===== src/rtl/cfgx_pkg.sv =====
package cfgx_pkg;

   typedef enum logic [1:0] {
      CFGX_LEN_B1 = 2'b00,
      CFGX_LEN_B2 = 2'b01,
      CFGX_LEN_B4 = 2'b10,
      CFGX_LEN_RSV = 2'b11
   } cfgx_len_e;

   typedef enum logic [1:0] {
      CFGX_IDLE,
      CFGX_ISSUE,
      CFGX_WAIT,
      CFGX_RESP
   } cfgx_state_e;

   typedef enum logic [1:0] {
      CFGX_FMT_PASS,
      CFGX_FMT_REMOTE,
      CFGX_FMT_SLOT
   } cfgx_fmt_e;

   function automatic int unsigned cfgx_len_bytes(logic [1:0] code);
      case (code)
         CFGX_LEN_B1: return 1;
         CFGX_LEN_B2: return 2;
         default:     return 4;
      endcase
   endfunction

endpackage


===== src/rtl/cfgx_lowbit_enc.sv =====
module cfgx_lowbit_enc #(
   parameter int W  = 21,
   parameter int IW = (W > 1) ? $clog2(W) : 1
) (
   input  logic [W-1:0]  vec,
   output logic [IW-1:0] idx,
   output logic          hit
);

   initial begin
      if (W < 2) $error("cfgx_lowbit_enc: W must be at least 2");
   end

   always_comb begin
      idx = '0;
      for (int i = W - 1; i >= 0; i--) begin
         if (vec[i]) idx = IW'(i);
      end
      hit = |vec;
   end

endmodule


===== src/rtl/cfgx_addr_map.sv =====
module cfgx_addr_map
   import cfgx_pkg::*;
#(
   parameter int ADDR_W   = 32,
   parameter int PORT_W   = 3,
   parameter int FUNC_LSB = 8,
   parameter int SLOT_LSB = 11
) (
   input  logic [ADDR_W-1:0] raw,
   input  logic [PORT_W-1:0] port,
   output logic [ADDR_W-1:0] xaddr,
   output logic              no_target
);

   localparam int SLOT_N  = ADDR_W - SLOT_LSB;
   localparam int SLOT_IW = $clog2(SLOT_N);
   localparam int ENB     = ADDR_W - 1;
   localparam int PASS_W  = PORT_W - 1;

   cfgx_fmt_e          fmt;
   logic [SLOT_IW-1:0] slot_idx;
   logic               slot_hit;
   logic [ADDR_W-1:0]  pass_addr, remote_addr, slot_addr;

   cfgx_lowbit_enc #(.W(SLOT_N), .IW(SLOT_IW)) u_slot_enc (
      .vec (raw[ADDR_W-1:SLOT_LSB]),
      .idx (slot_idx),
      .hit (slot_hit)
   );

   always_comb begin
      if (raw[ENB])      fmt = CFGX_FMT_PASS;
      else if (raw[0])   fmt = CFGX_FMT_REMOTE;
      else               fmt = CFGX_FMT_SLOT;
   end

   always_comb begin
      pass_addr   = raw | {{(ADDR_W-PASS_W){1'b0}}, port[PASS_W-1:0]};
      remote_addr = {raw[ADDR_W-1:PORT_W], port};
      slot_addr   = '0;
      slot_addr[SLOT_LSB-1:FUNC_LSB] = raw[SLOT_LSB-1:FUNC_LSB];
      slot_addr[FUNC_LSB-1:PORT_W]   = raw[FUNC_LSB-1:PORT_W];
      slot_addr[PORT_W-1:0]          = port;
      slot_addr = slot_addr | (ADDR_W'(slot_idx) << SLOT_LSB);
   end

   always_comb begin
      case (fmt)
         CFGX_FMT_PASS:   xaddr = pass_addr;
         CFGX_FMT_REMOTE: xaddr = remote_addr;
         default:         xaddr = slot_addr;
      endcase
      no_target = (fmt == CFGX_FMT_SLOT) && !slot_hit;
   end

endmodule


===== src/rtl/cfgx_lane_swap.sv =====
module cfgx_lane_swap
   import cfgx_pkg::*;
#(
   parameter int DATA_W     = 32,
   parameter bit BIG_ENDIAN = 1'b1
) (
   input  logic [DATA_W-1:0] din,
   input  logic [1:0]        len,
   output logic [DATA_W-1:0] dout
);

   localparam int NB = DATA_W / 8;

   generate
      if (BIG_ENDIAN) begin : g_rev
         always_comb begin
            int unsigned n;
            n = cfgx_len_bytes(len);
            dout = '0;
            for (int i = 0; i < NB; i++) begin
               if (i < int'(n)) dout[8*i +: 8] = din[8*(int'(n)-1-i) +: 8];
            end
         end
      end else begin : g_keep
         always_comb begin
            int unsigned n;
            n = cfgx_len_bytes(len);
            dout = '0;
            for (int i = 0; i < NB; i++) begin
               if (i < int'(n)) dout[8*i +: 8] = din[8*i +: 8];
            end
         end
      end
   endgenerate

endmodule


===== src/rtl/cfgx_bridge.sv =====
module cfgx_bridge
   import cfgx_pkg::*;
#(
   parameter int ADDR_W     = 32,
   parameter int DATA_W     = 32,
   parameter int PORT_W     = 3,
   parameter int FUNC_LSB   = 8,
   parameter int SLOT_LSB   = 11,
   parameter bit BIG_ENDIAN = 1'b1
) (
   input  logic              clk,
   input  logic              rst_n,
   input  logic [ADDR_W-1:0] cfg_raw,
   input  logic              req_valid,
   output logic              req_ready,
   input  logic              req_write,
   input  logic [PORT_W-1:0] req_port,
   input  logic [1:0]        req_len,
   input  logic [DATA_W-1:0] req_wdata,
   output logic              done,
   output logic              done_abort,
   output logic [DATA_W-1:0] done_rdata,
   output logic              dn_valid,
   input  logic              dn_ready,
   output logic              dn_write,
   output logic [ADDR_W-1:0] dn_addr,
   output logic [1:0]        dn_len,
   output logic [DATA_W-1:0] dn_wdata,
   input  logic              dn_rvalid,
   input  logic [DATA_W-1:0] dn_rdata
);

   generate
      if (DATA_W != 32) begin : g_bad_data
         initial $error("cfgx_bridge: DATA_W must be 32 for 4-byte accesses");
      end
      if (PORT_W != 3) begin : g_bad_port
         initial $error("cfgx_bridge: PORT_W must be 3");
      end
      if (FUNC_LSB <= PORT_W || SLOT_LSB != FUNC_LSB + 3) begin : g_bad_field
         initial $error("cfgx_bridge: field layout is inconsistent");
      end
      if (ADDR_W < SLOT_LSB + 2) begin : g_bad_addr
         initial $error("cfgx_bridge: ADDR_W too small for slot field");
      end
   endgenerate

   cfgx_state_e       state;
   logic [ADDR_W-1:0] xaddr, addr_q;
   logic              no_target;
   logic [DATA_W-1:0] wsw, rsw, wdata_q, rdata_q;
   logic              wr_q, abort_q;
   logic [1:0]        len_q;
   logic              accept;

   cfgx_addr_map #(
      .ADDR_W(ADDR_W), .PORT_W(PORT_W), .FUNC_LSB(FUNC_LSB), .SLOT_LSB(SLOT_LSB)
   ) u_map (
      .raw       (cfg_raw),
      .port      (req_port),
      .xaddr     (xaddr),
      .no_target (no_target)
   );

   cfgx_lane_swap #(.DATA_W(DATA_W), .BIG_ENDIAN(BIG_ENDIAN)) u_wr_swap (
      .din  (req_wdata),
      .len  (req_len),
      .dout (wsw)
   );

   cfgx_lane_swap #(.DATA_W(DATA_W), .BIG_ENDIAN(BIG_ENDIAN)) u_rd_swap (
      .din  (dn_rdata),
      .len  (len_q),
      .dout (rsw)
   );

   assign accept = req_valid && (state == CFGX_IDLE);

   always_ff @(posedge clk or negedge rst_n) begin
      if (!rst_n) begin
         state   <= CFGX_IDLE;
         addr_q  <= '0;
         wdata_q <= '0;
         rdata_q <= '0;
         wr_q    <= 1'b0;
         abort_q <= 1'b0;
         len_q   <= CFGX_LEN_B1;
      end else begin
         case (state)
            CFGX_IDLE: begin
               if (accept) begin
                  addr_q  <= xaddr;
                  wr_q    <= req_write;
                  len_q   <= req_len;
                  wdata_q <= wsw;
                  abort_q <= no_target;
                  rdata_q <= (no_target && !req_write) ? '1 : '0;
                  state   <= no_target ? CFGX_RESP : CFGX_ISSUE;
               end
            end
            CFGX_ISSUE: begin
               if (dn_ready) state <= wr_q ? CFGX_RESP : CFGX_WAIT;
            end
            CFGX_WAIT: begin
               if (dn_rvalid) begin
                  rdata_q <= rsw;
                  state   <= CFGX_RESP;
               end
            end
            default: state <= CFGX_IDLE;
         endcase
      end
   end

   assign req_ready  = (state == CFGX_IDLE);
   assign dn_valid   = (state == CFGX_ISSUE);
   assign dn_write   = wr_q;
   assign dn_addr    = addr_q;
   assign dn_len     = len_q;
   assign dn_wdata   = wdata_q;
   assign done       = (state == CFGX_RESP);
   assign done_abort = done && abort_q;
   assign done_rdata = rdata_q;

endmodule


===== config.mk =====
export PLATFORM = sky130hd
export DESIGN_NAME = cfgx_bridge
export DESIGN_NICKNAME = d
export VERILOG_FILES = /design/src/rtl/cfgx_pkg.sv /design/src/rtl/cfgx_lowbit_enc.sv /design/src/rtl/cfgx_addr_map.sv /design/src/rtl/cfgx_lane_swap.sv /design/src/rtl/cfgx_bridge.sv
export SDC_FILE = /design/constraint.sdc
export NUM_CORES = 1
export LEC_CHECK = 0
export ABC_AREA = 1
export BUFFER_PORTS_ARGS = -buffer_cell sky130_fd_sc_hd__buf_2
export CAP_MARGIN = 20
export CORE_ASPECT_RATIO = 0.5
export CORE_MARGIN = 2
export CORE_UTILIZATION = 40
export DETAILED_ROUTE_END_ITERATION = 8
export HOLD_SLACK_MARGIN = 0.06
export PLACE_DENSITY = 0.67
export SYNTH_ARGS = -nofsm -noshare
export SYNTH_HDL_FRONTEND = slang
export SYNTH_SLANG_ARGS = --single-unit
export TNS_END_PERCENT = 30

===== constraint.sdc =====
create_clock -name clk -period 2.6 [get_ports clk]
set_input_delay 0.52 -clock clk [delete_from_list [all_inputs] [get_ports clk]]
set_output_delay 0.52 -clock clk [all_outputs]
set_load 0.03 [all_outputs]

### After elaboration in Yosys (flattened, before gate mapping)

Cells that the tools add are included.

* add/subtract/negate cells: 8
* multiply operators: 0
* divide/modulo/power cells: 0
* $lt $le $gt $ge: 8
* eq/ne operators: 10
* shift operators: 8
* multiplexer cells: 44
* bitwise operators: 2
* reduce and logical (&&, ||, !) cells: 15

Operators with widths (count)
* variable part select 32 x 32 -> 8 bit: 8
* case mux 32 bit (2 select lines): 2
* subtractor 29 x 3 -> 29 bit (second input constant): 4
* 2-to-1 mux 5 bit: 21
* 2-to-1 mux 32 bit: 3
* 2-to-1 mux 8 bit: 8
* subtractor 29 x 2 -> 29 bit (second input constant): 2
* bitwise OR 32 x 2 -> 32 bit: 1
* OR reduction 21 bit: 1
* bitwise OR 11 x 16 -> 16 bit: 1
* less-than comparator 1 x 3 -> 1 bit (first input constant): 4
* less-than comparator 2 x 3 -> 1 bit (first input constant): 4
* 2-to-1 mux 2 bit: 6
* case mux 3 bit (2 select lines): 2
* == test 2 x 1 -> 1 bit (second input constant): 4
* logical NOT 2 bit: 4
* subtractor 3 x 1 -> 4 bit (second input constant): 2
* == test 2 bit (second input constant): 3
* case mux 2 bit (3 select lines): 1
* AND reduction 3 bit: 2
* logical AND 1 bit: 4
* != test 2 x 1 -> 1 bit (second input constant): 2
* logical NOT 1 bit: 2
* != test 2 bit (second input constant): 1
* other kinds (3): 3

* register bits after elaboration: 102
* latch bits: 0
* memory bits (writable): 0
* memory bits (read-only): 0
* bits of input ports: 107
* word-level logic and storage cells: 102
* memories kept: 0

### Depth between registers and ports, before layout

Gate-level depths: netlist of run 1.

* depth after elaboration: 23
* mapped depth: 21

### By module

A second synthesis of run 1 with hierarchy kept.

* cells, all modules: 1014
* area total of the unflattened synthesis: 6570.1 um^2

Modules (own cells, without submodules)
* cfgx_bridge: times used 1, cells an instance 541, area each 4461.8 um^2, seq. area each 2552.4 um^2
* cfgx_lane_swap: times used 2, cells an instance 171, area each 769.5 um^2, seq. area each 0.0 um^2
* cfgx_lowbit_enc: times used 1, cells an instance 66, area each 290.3 um^2, seq. area each 0.0 um^2
* cfgx_addr_map: times used 1, cells an instance 65, area each 279.0 um^2, seq. area each 0.0 um^2

### Least setup slack after synthesis of run 1

OpenSTA, ideal clock, no wires.

* path kind: register -> register
* from: register len_q[1] (netlist: dn_len[1])
* to: register rdata_q[6] (netlist: done_rdata[6])
* library setup time: 0.132 ns
* arrival time: 2.371 ns
* required time: 2.468 ns
* path slack: 0.097 ns
* stages on the path, launching flop included: 11
* period minus slack after synthesis: 2.503 ns
* cells stage by stage: dfrtp_1 nor2_1 clkinv_1 clkbuf_1 ha_1 clkbuf_1 inv_1 a21oi_1 a22oi_1 nand2_1 a31oi_2

* longest elaborated chain between the ends: 7

Ends and longest elaborated chain
* start, declared: line cfgx_bridge.sv:53 `logic [1:0] len_q;`
* start signal, assigned: line cfgx_bridge.sv:94 `len_q <= req_len;`
* == test 2 x 1 -> 1 bit or logical NOT 2 bit (tied branches): line cfgx_pkg.sv:24 `case (code)`
* case mux 3 bit (2 select lines) (*): line cfgx_pkg.sv:24
* subtractor 3 x 1 -> 4 bit: line cfgx_lane_swap.sv:21 `if (i < int'(n)) dout[8*i +: 8] = din[8*(int'(n)-1-i) +: 8];`
* variable part select 32 x 32 -> 8 bit: line cfgx_lane_swap.sv:21
* 2-to-1 mux 8 bit (*): line cfgx_lane_swap.sv:21
* 2-to-1 mux 32 bit (*): line cfgx_bridge.sv:105 `if (dn_rvalid) begin`
* case mux 32 bit (2 select lines) (*): line cfgx_bridge.sv:89 `case (state)`
* end signal, assigned: line cfgx_bridge.sv:97 `rdata_q <= (no_target && !req_write) ? '1 : '0;`
* end signal, assigned: line cfgx_bridge.sv:106 `rdata_q <= rsw;`
* end, declared: line cfgx_bridge.sv:51 `logic [DATA_W-1:0] wsw, rsw, wdata_q, rdata_q;`

Mark *: on every way between the ends. The rest lies on a longest branch, timed or not. The select of a mux whose other input is x is not followed.
A chain may end at the register's enable or synchronous reset.

### Worst setup path after layout of run 1

* from: register len_q[0] (netlist: dn_len[0])
* to: register rdata_q[2] (netlist: done_rdata[2])

The elaborated chain is that of the path after synthesis.

==> impl_metrics.sql, run 1 <==
INSERT INTO impl_metrics (metric_group, metric, value, unit) VALUES
('outcome', 'outcome', 'completed', ''),
('global_routing', 'pin_count_of_the_biggest_net_entering_global_routing', '97', ''),
('yosys', 'yosys.area.top_type', 'sky130_fd_sc_hd__dfrtp_1', ''),
('yosys', 'ys_seq_area_share', '50.7', '%'),
('clocking', 'clock_tree.root_cell', 'sky130_fd_sc_hd__clkbuf_16', ''),
('clocking', 'clk_pin_slew_worst_paths', '0.07', 'ns'),
('finish', 'diodes', '0', ''),
('job', 'drv_cap', '0', ''),
('drt', 'avgViaCountPerCell', '5.15', ''),
('clocking', 'clock_tree_from_tritoncts', 'done', ''),
('yosys', 'synthesis.instances', '617', ''),
('finish', 'layout.area.seq', '2550', 'µm²'),
('pwr', 'p_per_area', '1420', 'nW/µm²'),
('yosys', 'synthesis.yosys.warnings', '0', ''),
('timing', 'timing.final.setup_violations', '0', ''),
('timing', 'setup-tns-final', '0', 'ns'),
('worst_setup_path', 'worst-path-max-fanout', '9', ''),
('global_routing', 'grt_pass1_wl', '25000', 'µm'),
('timing', 'fmax', '501', 'MHz'),
('finish', 'number_of_nets_at_the_end_of_the_flow', '928', ''),
('worst_setup_path', 'worstSetupPathType', 'reg2reg', ''),
('timing', 'holdWs', '0.152', 'ns'),
('drt', 'ant_nets', '0', ''),
('yosys', 'synth.distinct_cells', '27', ''),
('finish', 'flow.area_growth_from_synthesis', '30.4', '%'),
('die', 'floorplan.rows', '28', ''),
('yosys', 'mappedNetlistArea', '5040', 'µm²'),
('finish', 'fillCellCount', '1195', ''),
('timing', 'fin_crit_sh', '76.8', '%'),
('drt', 'route.detailed.drc', '0', ''),
('yosys', 'synth-seq-cells', '102', ''),
('clocking', 'cts_resized', '0', ''),
('global_routing', 'first_global_vias', '4736', ''),
('die', 'initial_standard_cell_utilization_of_the_core', '41.8', '%'),
('worst_setup_path', 'startpoint', 'dn_len[0]', ''),
('clocking', 'cts.hold.buffers_added', '0', ''),
('die', 'placeableCoreArea', '12100', 'µm²'),
('pwr', 'vdd.ir_drop.worst', '592', 'µV'),
('yosys', 'yosysTopAreaCellShare', '50.7', '%'),
('clocking', 'post_cts_buffers', '0', ''),
('timing', 'worst_pin_slew', '0.541', 'ns'),
('pwr', 'leakage', '0.00349', 'µW'),
('finish', 'multi_input_area', '2140', 'µm²'),
('die', 'fp.dieH', '83.4', 'µm'),
('die', 'die_w', '163', 'µm'),
('worst_hold_path', 'hp-class', 'in2async', ''),
('finish', 'final_common_cell', 'sky130_fd_sc_hd__buf_2', ''),
('global_routing', 'antenna_found_initial', '0', ''),
('timing', 'maxSlewHeadroom', '63.9', '%'),
('yosys', 'synth_top_cells_by_area', 'sky130_fd_sc_hd__dfrtp_1 (51%), sky130_fd_sc_hd__nand2_1 (13%), sky130_fd_sc_hd__a21oi_1 (7.0%)', ''),
('drt', 'drt_first_pass_iters', '5', ''),
('drt', 'routed_wirelength', '15600', 'µm'),
('drt', 'wl_per_cell', '15.8', 'µm'),
('timing', 'final-max-slew-violation-count', '0', ''),
('finish', 'layout_common_cells', 'sky130_fd_sc_hd__buf_2 (208), sky130_fd_sc_hd__nand2_1 (169), sky130_fd_sc_hd__dfrtp_1 (102), sky130_fd_sc_hd__a21oi_1 (70), sky130_fd_sc_hd__nor2_1 (53)', ''),
('worst_setup_path', 'worstSetupStartpointType', 'register', ''),
('placed_design', 'finalWeightedCongestion', '0.864', ''),
('worst_setup_path', 'critical_path_required', '2.79', 'ns'),
('drt', 'num_vias', '5062', ''),
('clocking', 'cts_made_buffers', '9', ''),
('clocking', 'htree_levels', '3', ''),
('worst_setup_path', 'worstReg2RegStart', 'dn_len[0]', ''),
('placed_design', 'dp_hpwl', '11300', 'µm'),
('pwr', 'report.power.total', '9310', 'µW'),
('die', 'i_o_pins', '210', ''),
('clocking', 'clk_latency', '0.34', 'ns'),
('clocking', 'clock_path_buffers', '2', ''),
('drt', 'detail_route.iter0.violations', '488', ''),
('clocking', 'cts_sinks', '102', ''),
('global_routing', 'overall_routing_resource_usage', '23.0', '%'),
('yosys', 'synth.net_count', '730', ''),
('worst_setup_path', 'timing.critical_path.to_type', 'register', ''),
('timing', 'timing.clock.skew', '0.00658', 'ns'),
('timing', 'unrepaired_setup_endpoints_after_global_routing', 'false', ''),
('finish', 'post_route_cells_drive_above_1_share', '30.8', '%'),
('yosys', 'syn_avg_cell_area', '8.16', 'µm²'),
('timing', 'finalHoldViolations', '0', ''),
('worst_setup_path', 'critPathArrivalTime', '2.19', 'ns'),
('die', 'dieArea', '13600', 'µm²'),
('timing', 'final_period_minus_worst_setup_slack', '2.00', 'ns'),
('placed_design', 'io_buffers', '209', ''),
('global_routing', 'leftover_overflow_at_the_end_of_global_routing', '0', '');
## worst max-delay path, stage by stage, from the launching register on
cell and delay, ns:
sky130_fd_sc_hd__dfrtp_1 0.42, sky130_fd_sc_hd__nor2_1 0.17, sky130_fd_sc_hd__clkinv_1 0.10, sky130_fd_sc_hd__ha_1 0.49, sky130_fd_sc_hd__inv_1 0.22, sky130_fd_sc_hd__a21oi_1 0.21, sky130_fd_sc_hd__a22oi_1 0.10, sky130_fd_sc_hd__nand2_1 0.07
sky130_fd_sc_hd__a31oi_1 0.08
## cell usage after synthesis (all sizes together)
cell type / n
nand2: 172
dfrtp: 102
a21oi: 70
nor2: 56
inv: 50
o21ai: 33
nand3: 30
clkbuf: 21
a31oi: 16
o31ai: 15
buf: 14
a22oi: 9
a32oi: 8
o211ai: 8
ha: 6
o21bai: 2
o22ai: 2
clkinv: 1
nor4: 1
o22a: 1
## per-stage QoR
step | utilization [%] | instances | instance area [µm²] | setup slack (ns)
2_1_floorplan | - | 617 | 5040 | 0.0971
3_3_place_gp | 52.0 | 969 | 6270 | 0.444
3_5_place_dp | 52.0 | 969 | 6270 | 0.378
4_1_cts | 54.5 | 983 | 6570 | 0.560
5_1_grt | 54.5 | 983 | 6570 | 0.452
6_report | 54.5 | 983 | 6570 | 0.604
## layout make-up
class                      instances  share of cell area [%]
clock buffer                      10                    3.49
clock inverter                     4                    1.12
inverter                          51                    2.91
multi-input combinational        429                    32.6
sequential                       102                    38.9
tap                              165                    3.14
timing repair buffer             222                    17.8
## registers in the layout, summed over array words and instances (netlist names)
| name | count |
|---|---|
| dn_wdata | 32 |
| done_rdata | 32 |
| dn_len | 2 |
| dn_write | 1 |
| state | 2 |
| dn_addr | 32 |
| abort_q | 1 |
## logic make-up after synthesis
| group | Yosys count | share of synthesized area [%] |
|---|---|---|
| simple gates | 259 | 21.0 |
| compound gates | 164 | 19.8 |
| buf+inv | 86 | 6.95 |
| flops | 102 | 50.7 |
| fa+ha+maj | 6 | 1.49 |
## report_power, final
part | switching [µW] | total, µW | internal [µW] | leakage [µW]
clock network | 572 | 1410 | 834 | 0.000148
registers | 420 | 2790 | 2370 | 0.00127
logic | 3570 | 5110 | 1550 | 0.00207
## path summary, 6_finish.rpt
path | to | slack, ns | depth (start not counted)
worst max-delay path | done_rdata[2] | 0.60 | 8
worst min-delay path | dn_addr[23] | 0.15 | 1
worst max register to register | done_rdata[2] | 0.60 | 8
worst min register to register | dn_wdata[17] | 0.48 | 2
max in group asynchronous | done_rdata[27] | 1.76 | 2
min in group clk | dn_addr[7] | 0.38 | 3
## routing by layer
layer	share of wire [%]	up-vias	routed length [µm]	track usage [%]
met4	1.5	0	233	5.07
met2	46	195	7150	36.0
li1	-	2449	-	-
met3	6.9	20	1080	5.34
met5	0	-	0	0
met1	46	2398	7100	32.4
(Power assumes the default switching activity.)
==> run 2: changes to the inputs <==
--- a/config.mk
+++ b/config.mk
@@ -13,7 +13,7 @@
 export CORE_UTILIZATION = 40
 export DETAILED_ROUTE_END_ITERATION = 8
 export HOLD_SLACK_MARGIN = 0.06
-export PLACE_DENSITY = 0.67
+export PLACE_DENSITY = 0.69
 export SYNTH_ARGS = -nofsm -noshare
 export SYNTH_HDL_FRONTEND = slang
 export SYNTH_SLANG_ARGS = --single-unit
==> constraint.sdc (replaced) <==
create_clock -name clk -period 1.8 [get_ports clk]
set_input_delay 0.36 -clock clk [delete_from_list [all_inputs] [get_ports clk]]
set_output_delay 0.36 -clock clk [all_outputs]
set_load 0.03 [all_outputs]
==> impl_metrics.sql, run 2 (same netlist as run 1, synthesis figures left out) <==
INSERT INTO impl_metrics (metric_group, metric, value, unit) VALUES
('timing', 'maxSlewHeadroom', '72.7', '%'),
('global_routing', 'leftover_overflow_at_the_end_of_global_routing', '0', ''),
('timing', 'final.setup.worst_slack', '0.124', 'ns'),
('worst_setup_path', 'critical_path_required', '1.44', 'ns'),
('finish', 'flow.area_growth_from_synthesis', '35.5', '%'),
('timing', 'finalHoldViolations', '0', ''),
('finish', 'finish.utilization', '56.6', '%'),
('clocking', 'clk_pin_slew_worst_paths', '0.07', 'ns'),
('pwr', 'vdd.ir_drop.worst', '850', 'µV'),
('placed_design', 'placement.cell_area', '6500', 'µm²'),
('worst_setup_path', 'timing.critical_path.to_type', 'output pin', ''),
('timing', 'fin_crit_sh', '93.1', '%'),
('finish', 'final_design_area_no_fill', '6830', 'µm²'),
('worst_hold_path', 'worst_hold_startpoint', 'cfg_raw[9]', ''),
('pwr', 'switching_share', '48.9', '%'),
('outcome', 'outcome', 'completed', ''),
('timing', 'unrepaired_setup_endpoints_after_global_routing', 'false', ''),
('drt', 'detail_route.iter0.violations', '509', ''),
('die', 'die_w', '163', 'µm'),
('drt', 'num_vias', '5111', ''),
('job', 'drv_cap', '0', ''),
('worst_setup_path', 'worstReg2RegStart', 'state[0]', ''),
('worst_setup_path', 'startpoint', 'state[0]', ''),
('pwr', 'clock_power_share', '14.7', '%'),
('clocking', 'clk_latency', '0.35', 'ns'),
('worst_setup_path', 'worstSetupStartpointType', 'register', ''),
('pwr', 'leakage', '0.00359', 'µW'),
('drt', 'wl_per_cell', '15.4', 'µm'),
('clocking', 'clock_tree_from_tritoncts', 'done', ''),
('timing', 'setup-tns-final', '0', 'ns'),
('worst_setup_path', 'worstSetupPathType', 'reg2out', ''),
('drt', 'ant_nets', '0', ''),
('finish', 'multi_input_area', '2190', 'µm²'),
('die', 'i_o_pins', '210', ''),
('finish', 'final_common_cell', 'sky130_fd_sc_hd__buf_2', ''),
('global_routing', 'antenna_found_initial', '0', ''),
('global_routing', 'first_global_vias', '4772', ''),
('global_routing', 'grt_pass1_wl', '24400', 'µm'),
('timing', 'final-max-slew-violation-count', '0', ''),
('finish', 'layout_common_cells', 'sky130_fd_sc_hd__buf_2 (208), sky130_fd_sc_hd__nand2_1 (167), sky130_fd_sc_hd__dfrtp_1 (100), sky130_fd_sc_hd__a21oi_1 (69), sky130_fd_sc_hd__nor2_1 (50)', ''),
('finish', 'fillCellCount', '1125', ''),
('finish', 'layout.area.seq', '2550', 'µm²'),
('timing', 'timing.final.setup_violations', '0', ''),
('placed_design', 'dp_hpwl', '11500', 'µm'),
('clocking', 'clock_tree.root_cell', 'sky130_fd_sc_hd__clkbuf_16', ''),
('pwr', 'switching_power', '6750', 'µW'),
('drt', 'routed_wirelength', '15400', 'µm'),
('drt', 'route.detailed.drc', '0', ''),
('pwr', 'p_per_area', '2020', 'nW/µm²'),
('global_routing', 'pin_count_of_the_biggest_net_entering_global_routing', '97', ''),
('die', 'dieArea', '13600', 'µm²'),
('clocking', 'htree_levels', '3', ''),
('timing', 'worst_pin_slew', '0.410', 'ns'),
('die', 'initial_standard_cell_utilization_of_the_core', '41.8', '%'),
('placed_design', 'finalWeightedCongestion', '0.902', ''),
('timing', 'fmax', '597', 'MHz'),
('die', 'fp.dieH', '83.4', 'µm'),
('die', 'placeableCoreArea', '12100', 'µm²'),
('worst_hold_path', 'hp-class', 'in2reg', ''),
('finish', 'diodes', '0', ''),
('pwr', 'power.share.combinational', '56.0', '%'),
('pwr', 'cell_internal_pwr', '7060', 'µW'),
('placed_design', 'io_buffers', '209', ''),
('drt', 'avgViaCountPerCell', '5.10', ''),
('timing', 'holdWs', '0.209', 'ns'),
('global_routing', 'overall_routing_resource_usage', '22.7', '%'),
('worst_setup_path', 'critPathArrivalTime', '1.32', 'ns'),
('clocking', 'clock_path_buffers', '2', ''),
('die', 'floorplan.rows', '28', ''),
('clocking', 'post_cts_buffers', '0', ''),
('placed_design', 'placement.setup.worst_slack', '-0.0517', 'ns'),
('clocking', 'cts_sinks', '102', ''),
('finish', 'post_route_cells_drive_above_1_share', '34.1', '%'),
('timing', 'final_period_minus_worst_setup_slack', '1.68', 'ns'),
('finish', 'number_of_nets_at_the_end_of_the_flow', '945', ''),
('worst_setup_path', 'worst-path-max-fanout', '5', ''),
('timing', 'timing.clock.skew', '0.0108', 'ns'),
('pwr', 'seq_power_share', '29.4', '%'),
('drt', 'drt_first_pass_iters', '5', ''),
('clocking', 'cts_made_buffers', '9', '');
-- run 2: changes by cell type in the layout (fill, tap and decap cells not counted), moves of 3 or more --
cell                     change
sky130_fd_sc_hd__buf_4      +11
sky130_fd_sc_hd__buf_12      +5
sky130_fd_sc_hd__inv_6       +4
sky130_fd_sc_hd__inv_1       -3
sky130_fd_sc_hd__nor2_1      -3
-- run 2: per-layer routing --
layer,track usage (%),wire [µm],up-vias
met5,0,0,-
met4,5.47,191,0
met3,5.19,1040,14
met2,37.2,7200,184
met1,30.5,6970,2418
li1,-,-,2495
-- run 2: path summary, 6_finish.rpt --
| path | slack (ns) | cells past startpoint | to |
|---|---|---|---|
| worst max-delay path | 0.12 | 3 | req_ready |
| worst min-delay path | 0.21 | 3 | dn_addr[9] |
| worst max register to register | 0.14 | 7 | dn_addr[12] |
| worst min register to register | 0.48 | 2 | dn_wdata[7] |
| max in group asynchronous | 0.76 | 3 | dn_addr[6] |
| min in group asynchronous | 0.48 | 2 | dn_addr[23] |
-- run 2: power groups by stage --
stage,Clock (µW),Sequential [µW],Combinational (µW)
finish,2030,4060,7730
global route,2180,4200,8390
CTS,2080,4060,7760
detailed placement,0,4070,7760
global placement,0,4070,7620
floorplan,0,6170,3230
-- run 2: repair_timing --
item | 4_1_cts | 5_1_grt
hold buffers | 1 | 0
hold endpoints to repair | 22 | 0
endpoints found under the setup margin | 0 | 40
resized for setup | 0 | 4
-- run 2: through the flow --
step	cells	power (µW)
final	1002	13800
after global routing	1002	14800
after CTS	1002	13900
after detailed placement	985	11800
after global placement	985	11700
after floorplan	617	9400
-- run 2: cell type report --
cell class                 count  area share, %
multi-input combinational    429           32.1
clock inverter                 5          0.935
clock buffer                  11           3.56
sequential                   102           37.4
tap                          165           3.02
inverter                      51           2.95
timing repair buffer         239           20.0
-- run 2: worst max-delay path, stage by stage, from the launching register on --
cell,delay (ns)
sky130_fd_sc_hd__dfrtp_1,0.41
sky130_fd_sc_hd__inv_1,0.12
sky130_fd_sc_hd__ha_2,0.24
sky130_fd_sc_hd__buf_2,0.21
==> run 3: changes to the inputs <==
--- a/config.mk
+++ b/config.mk
@@ -5,7 +5,6 @@
 export SDC_FILE = /design/constraint.sdc
 export NUM_CORES = 1
 export LEC_CHECK = 0
-export ABC_AREA = 1
 export BUFFER_PORTS_ARGS = -buffer_cell sky130_fd_sc_hd__buf_2
 export CAP_MARGIN = 20
 export CORE_ASPECT_RATIO = 0.5
==> impl_metrics.sql, run 3 <==
INSERT INTO impl_metrics (metric_group, metric, value, unit) VALUES
('pwr', 'p_per_area', '1970', 'nW/µm²'),
('drt', 'num_vias', '4670', ''),
('timing', 'worst_pin_slew', '0.658', 'ns'),
('finish', 'fillCellCount', '1148', ''),
('outcome', 'outcome', 'completed', ''),
('global_routing', 'antenna_found_initial', '0', ''),
('timing', 'final-max-slew-violation-count', '0', ''),
('worst_setup_path', 'worstSetupStartpointType', 'register', ''),
('global_routing', 'overall_routing_resource_usage', '22.8', '%'),
('worst_setup_path', 'crit_chain', 'buf_4 > ha_2 > and2_1 > buf_2', ''),
('finish', 'diodes', '0', ''),
('placed_design', 'io_buffers', '209', ''),
('finish', 'finish.utilization', '54.8', '%'),
('worst_setup_path', 'slowest_cell_on_the_critical_path', 'sky130_fd_sc_hd__dfrtp_1', ''),
('drt', 'routed_wirelength', '15400', 'µm'),
('die', 'i_o_pins', '210', ''),
('drt', 'drt_first_pass_iters', '4', ''),
('placed_design', 'placement.cell_area', '6490', 'µm²'),
('drt', 'ant_nets', '0', ''),
('timing', 'timing.clock.skew', '0.0117', 'ns'),
('timing', 'final_period_minus_worst_setup_slack', '1.75', 'ns'),
('yosys', 'synth.net_count', '602', ''),
('yosys', 'synthesis.instances', '489', ''),
('yosys', 'ys_top_cells_by_count', 'sky130_fd_sc_hd__nand2_1 (136), sky130_fd_sc_hd__dfrtp_1 (102), sky130_fd_sc_hd__nor2_1 (26), sky130_fd_sc_hd__o22a_1 (25), sky130_fd_sc_hd__clkbuf_1 (18)', ''),
('finish', 'number_of_nets_at_the_end_of_the_flow', '817', ''),
('global_routing', 'pin_count_of_the_biggest_net_entering_global_routing', '50', ''),
('yosys', 'synthFlopType', 'sky130_fd_sc_hd__dfrtp_1', ''),
('yosys', 'synth-edff-count', '0', ''),
('global_routing', 'leftover_overflow_at_the_end_of_global_routing', '0', ''),
('pwr', 'vdd.ir_drop.worst', '892', 'µV'),
('finish', 'flow.area_growth_from_synthesis', '34.9', '%'),
('drt', 'wl_per_cell', '17.5', 'µm'),
('yosys', 'yosysTopAreaCellShare', '50.0', '%'),
('yosys', 'synth.distinct_cells', '49', ''),
('finish', 'post_route_cells_drive_above_1_share', '42.3', '%'),
('placed_design', 'finalWeightedCongestion', '0.828', ''),
('yosys', 'yosys.area.top_type', 'sky130_fd_sc_hd__dfrtp_1', ''),
('clocking', 'cts_sinks', '102', ''),
('yosys', 'asyncSetResetFlopFracSynth', '100', '%'),
('worst_setup_path', 'critical_path_required', '1.44', 'ns'),
('worst_hold_path', 'hp-class', 'in2reg', ''),
('die', 'dieArea', '13700', 'µm²'),
('clocking', 'cts_made_buffers', '9', ''),
('clocking', 'clk_latency', '0.35', 'ns'),
('finish', 'final_design_area_no_fill', '6880', 'µm²'),
('yosys', 'synth_top_cells_by_area', 'sky130_fd_sc_hd__dfrtp_1 (50%), sky130_fd_sc_hd__nand2_1 (10%), sky130_fd_sc_hd__mux4_2 (7.1%)', ''),
('clocking', 'clock_tree.root_cell', 'sky130_fd_sc_hd__clkbuf_16', ''),
('die', 'die_w', '164', 'µm'),
('timing', 'finalHoldViolations', '0', ''),
('clocking', 'htree_levels', '3', ''),
('die', 'floorplan.rows', '29', ''),
('clocking', 'clk_pin_slew_worst_paths', '0.06', 'ns'),
('finish', 'final_common_cell', 'sky130_fd_sc_hd__buf_2', ''),
('yosys', 'synth-seq-cells', '102', ''),
('global_routing', 'first_global_vias', '4636', ''),
('pwr', 'leakage', '0.00348', 'µW'),
('clocking', 'clock_path_buffers', '2', ''),
('yosys', 'mappedNetlistArea', '5100', 'µm²'),
('worst_setup_path', 'critPathArrivalTime', '1.39', 'ns'),
('worst_setup_path', 'timing.critical_path.to_type', 'output pin', ''),
('placed_design', 'dp_hpwl', '11600', 'µm'),
('worst_setup_path', 'critical_path.max_stage_delay', '0.39', 'ns'),
('drt', 'detail_route.iter0.violations', '285', ''),
('job', 'drv_cap', '0', ''),
('worst_setup_path', 'worstSetupPathType', 'reg2out', ''),
('yosys', 'ys_seq_area_share', '50.0', '%'),
('yosys', 'synthesis.yosys.warnings', '0', ''),
('timing', 'maxSlewHeadroom', '56.1', '%'),
('yosys', 'syn_avg_cell_area', '10.4', 'µm²'),
('die', 'fp.dieH', '83.8', 'µm'),
('clocking', 'clock_tree_from_tritoncts', 'done', ''),
('drt', 'avgViaCountPerCell', '5.32', ''),
('timing', 'fin_crit_sh', '97.4', '%'),
('die', 'initial_standard_cell_utilization_of_the_core', '40.6', '%'),
('timing', 'timing.final.setup_violations', '0', ''),
('timing', 'holdWs', '0.205', 'ns'),
('die', 'placeableCoreArea', '12600', 'µm²'),
('yosys', 'yosys.cell_count.top_type', 'sky130_fd_sc_hd__nand2_1', ''),
('timing', 'fmax', '570', 'MHz'),
('drt', 'route.detailed.drc', '0', ''),
('finish', 'layout_common_cells', 'sky130_fd_sc_hd__buf_2 (208), sky130_fd_sc_hd__nand2_1 (135), sky130_fd_sc_hd__dfrtp_1 (100), sky130_fd_sc_hd__nor2_1 (26), sky130_fd_sc_hd__o22a_1 (25)', ''),
('global_routing', 'grt_pass1_wl', '24500', 'µm'),
('worst_setup_path', 'worst-path-max-fanout', '5', '');
-- run 3: changes by cell type after synthesis, sizes merged, moves of 8 or more --
cell and delta:
a22o +15, nand3 -12, nand2 -36, mux4 +16
inv -41, a221o +8, nor2 -26, o31ai -14
a221oi +9, o22a +24, a21oi -65, o21ai -17
a31oi -16
-- run 3: cells by family (layout without fill, tap and decap cells) --
group | Yosys count | after routing | synth area share (%)
DFF | 102 | 102 | 50.0
xor gates and xnor gates | 1 | 1 | 0.172
buffers and inverters | 44 | 262 | 4.19
and+or+nand+nor | 219 | 219 | 21.1
muxes | 17 | 17 | 7.26
AOI/OAI and AO/OA | 100 | 100 | 15.8
adders and majority gates | 6 | 6 | 1.47
-- run 3: final timing paths --
path | from | to | slack (ns) | cells past startpoint
min | cfg_raw[7] | dn_addr[7] | 0.21 | 3
max in group asynchronous | rst_n | dn_wdata[13] | 0.81 | 3
min reg2reg | dn_wdata[5] | dn_wdata[5] | 0.47 | 2
max | state[0] | done_abort | 0.05 | 4
min in group asynchronous | rst_n | dn_addr[23] | 0.40 | 2
max reg2reg | dn_len[1] | done_rdata[0] | 0.08 | 5
-- run 3: layout make-up --
| class | count | area (µm²) | share of cell area (%) |
|---|---|---|---|
| well taps | 170 | 213 | 3.09 |
| inverters | 9 | 33.8 | 0.491 |
| flip-flops and latches | 102 | 2550 | 37.1 |
| repair buffers | 239 | 1370 | 19.9 |
| clock buffers | 9 | 225 | 3.27 |
| multi-input cells | 343 | 2400 | 34.9 |
| clock inverters | 5 | 83.8 | 1.22 |
-- run 3: worst max-delay path: cells and delay by family (launching register included) --
kind / cells / cell delay, ns
fa+ha+maj: 1 / 0.21
buf+inv: 2 / 0.32
flops: 1 / 0.39
simple gates: 1 / 0.14
-- run 3: power by group --
group          switching, µW  leakage, µW  internal, µW
logic                   4720      0.00207          2730
registers                606      0.00127          3380
clock network            875     0.000144          1210
total                   6200      0.00348          7320
-- run 3: through the flow --
stage / TNS (ns) / instances / power (µW) / setup slack, ns
after detailed placement: -1.09 / 860 / 11400 / -0.0446
after floorplan: -1.84 / 489 / 9060 / -0.230
after global routing: -0.0359 / 877 / 14400 / -0.00843
after CTS: 0 / 875 / 13500 / 0.0139
after global placement: -0.239 / 860 / 11200 / -0.0121
final: 0 / 877 / 13500 / 0.0470
-- run 3: routing by layer --
metal / global-route usage [%] / part of all wire, % / routed length (µm)
met2: 35.3 / 45 / 6970
met4: 7.66 / 2.4 / 364
met3: 5.91 / 6.3 / 970
met5: 0 / 0 / 0
met1: 31.2 / 46 / 7070
-- run 3: what timing repair did --
item | 4_1_cts | 5_1_grt
setup endpoints to repair | 4 | 47
setup buffers | 0 | 2
pin swaps | 0 | 2
gates resized for setup | 2 | 9
hold buffers | 1 | 0
endpoints found under the hold margin | 11 | 0
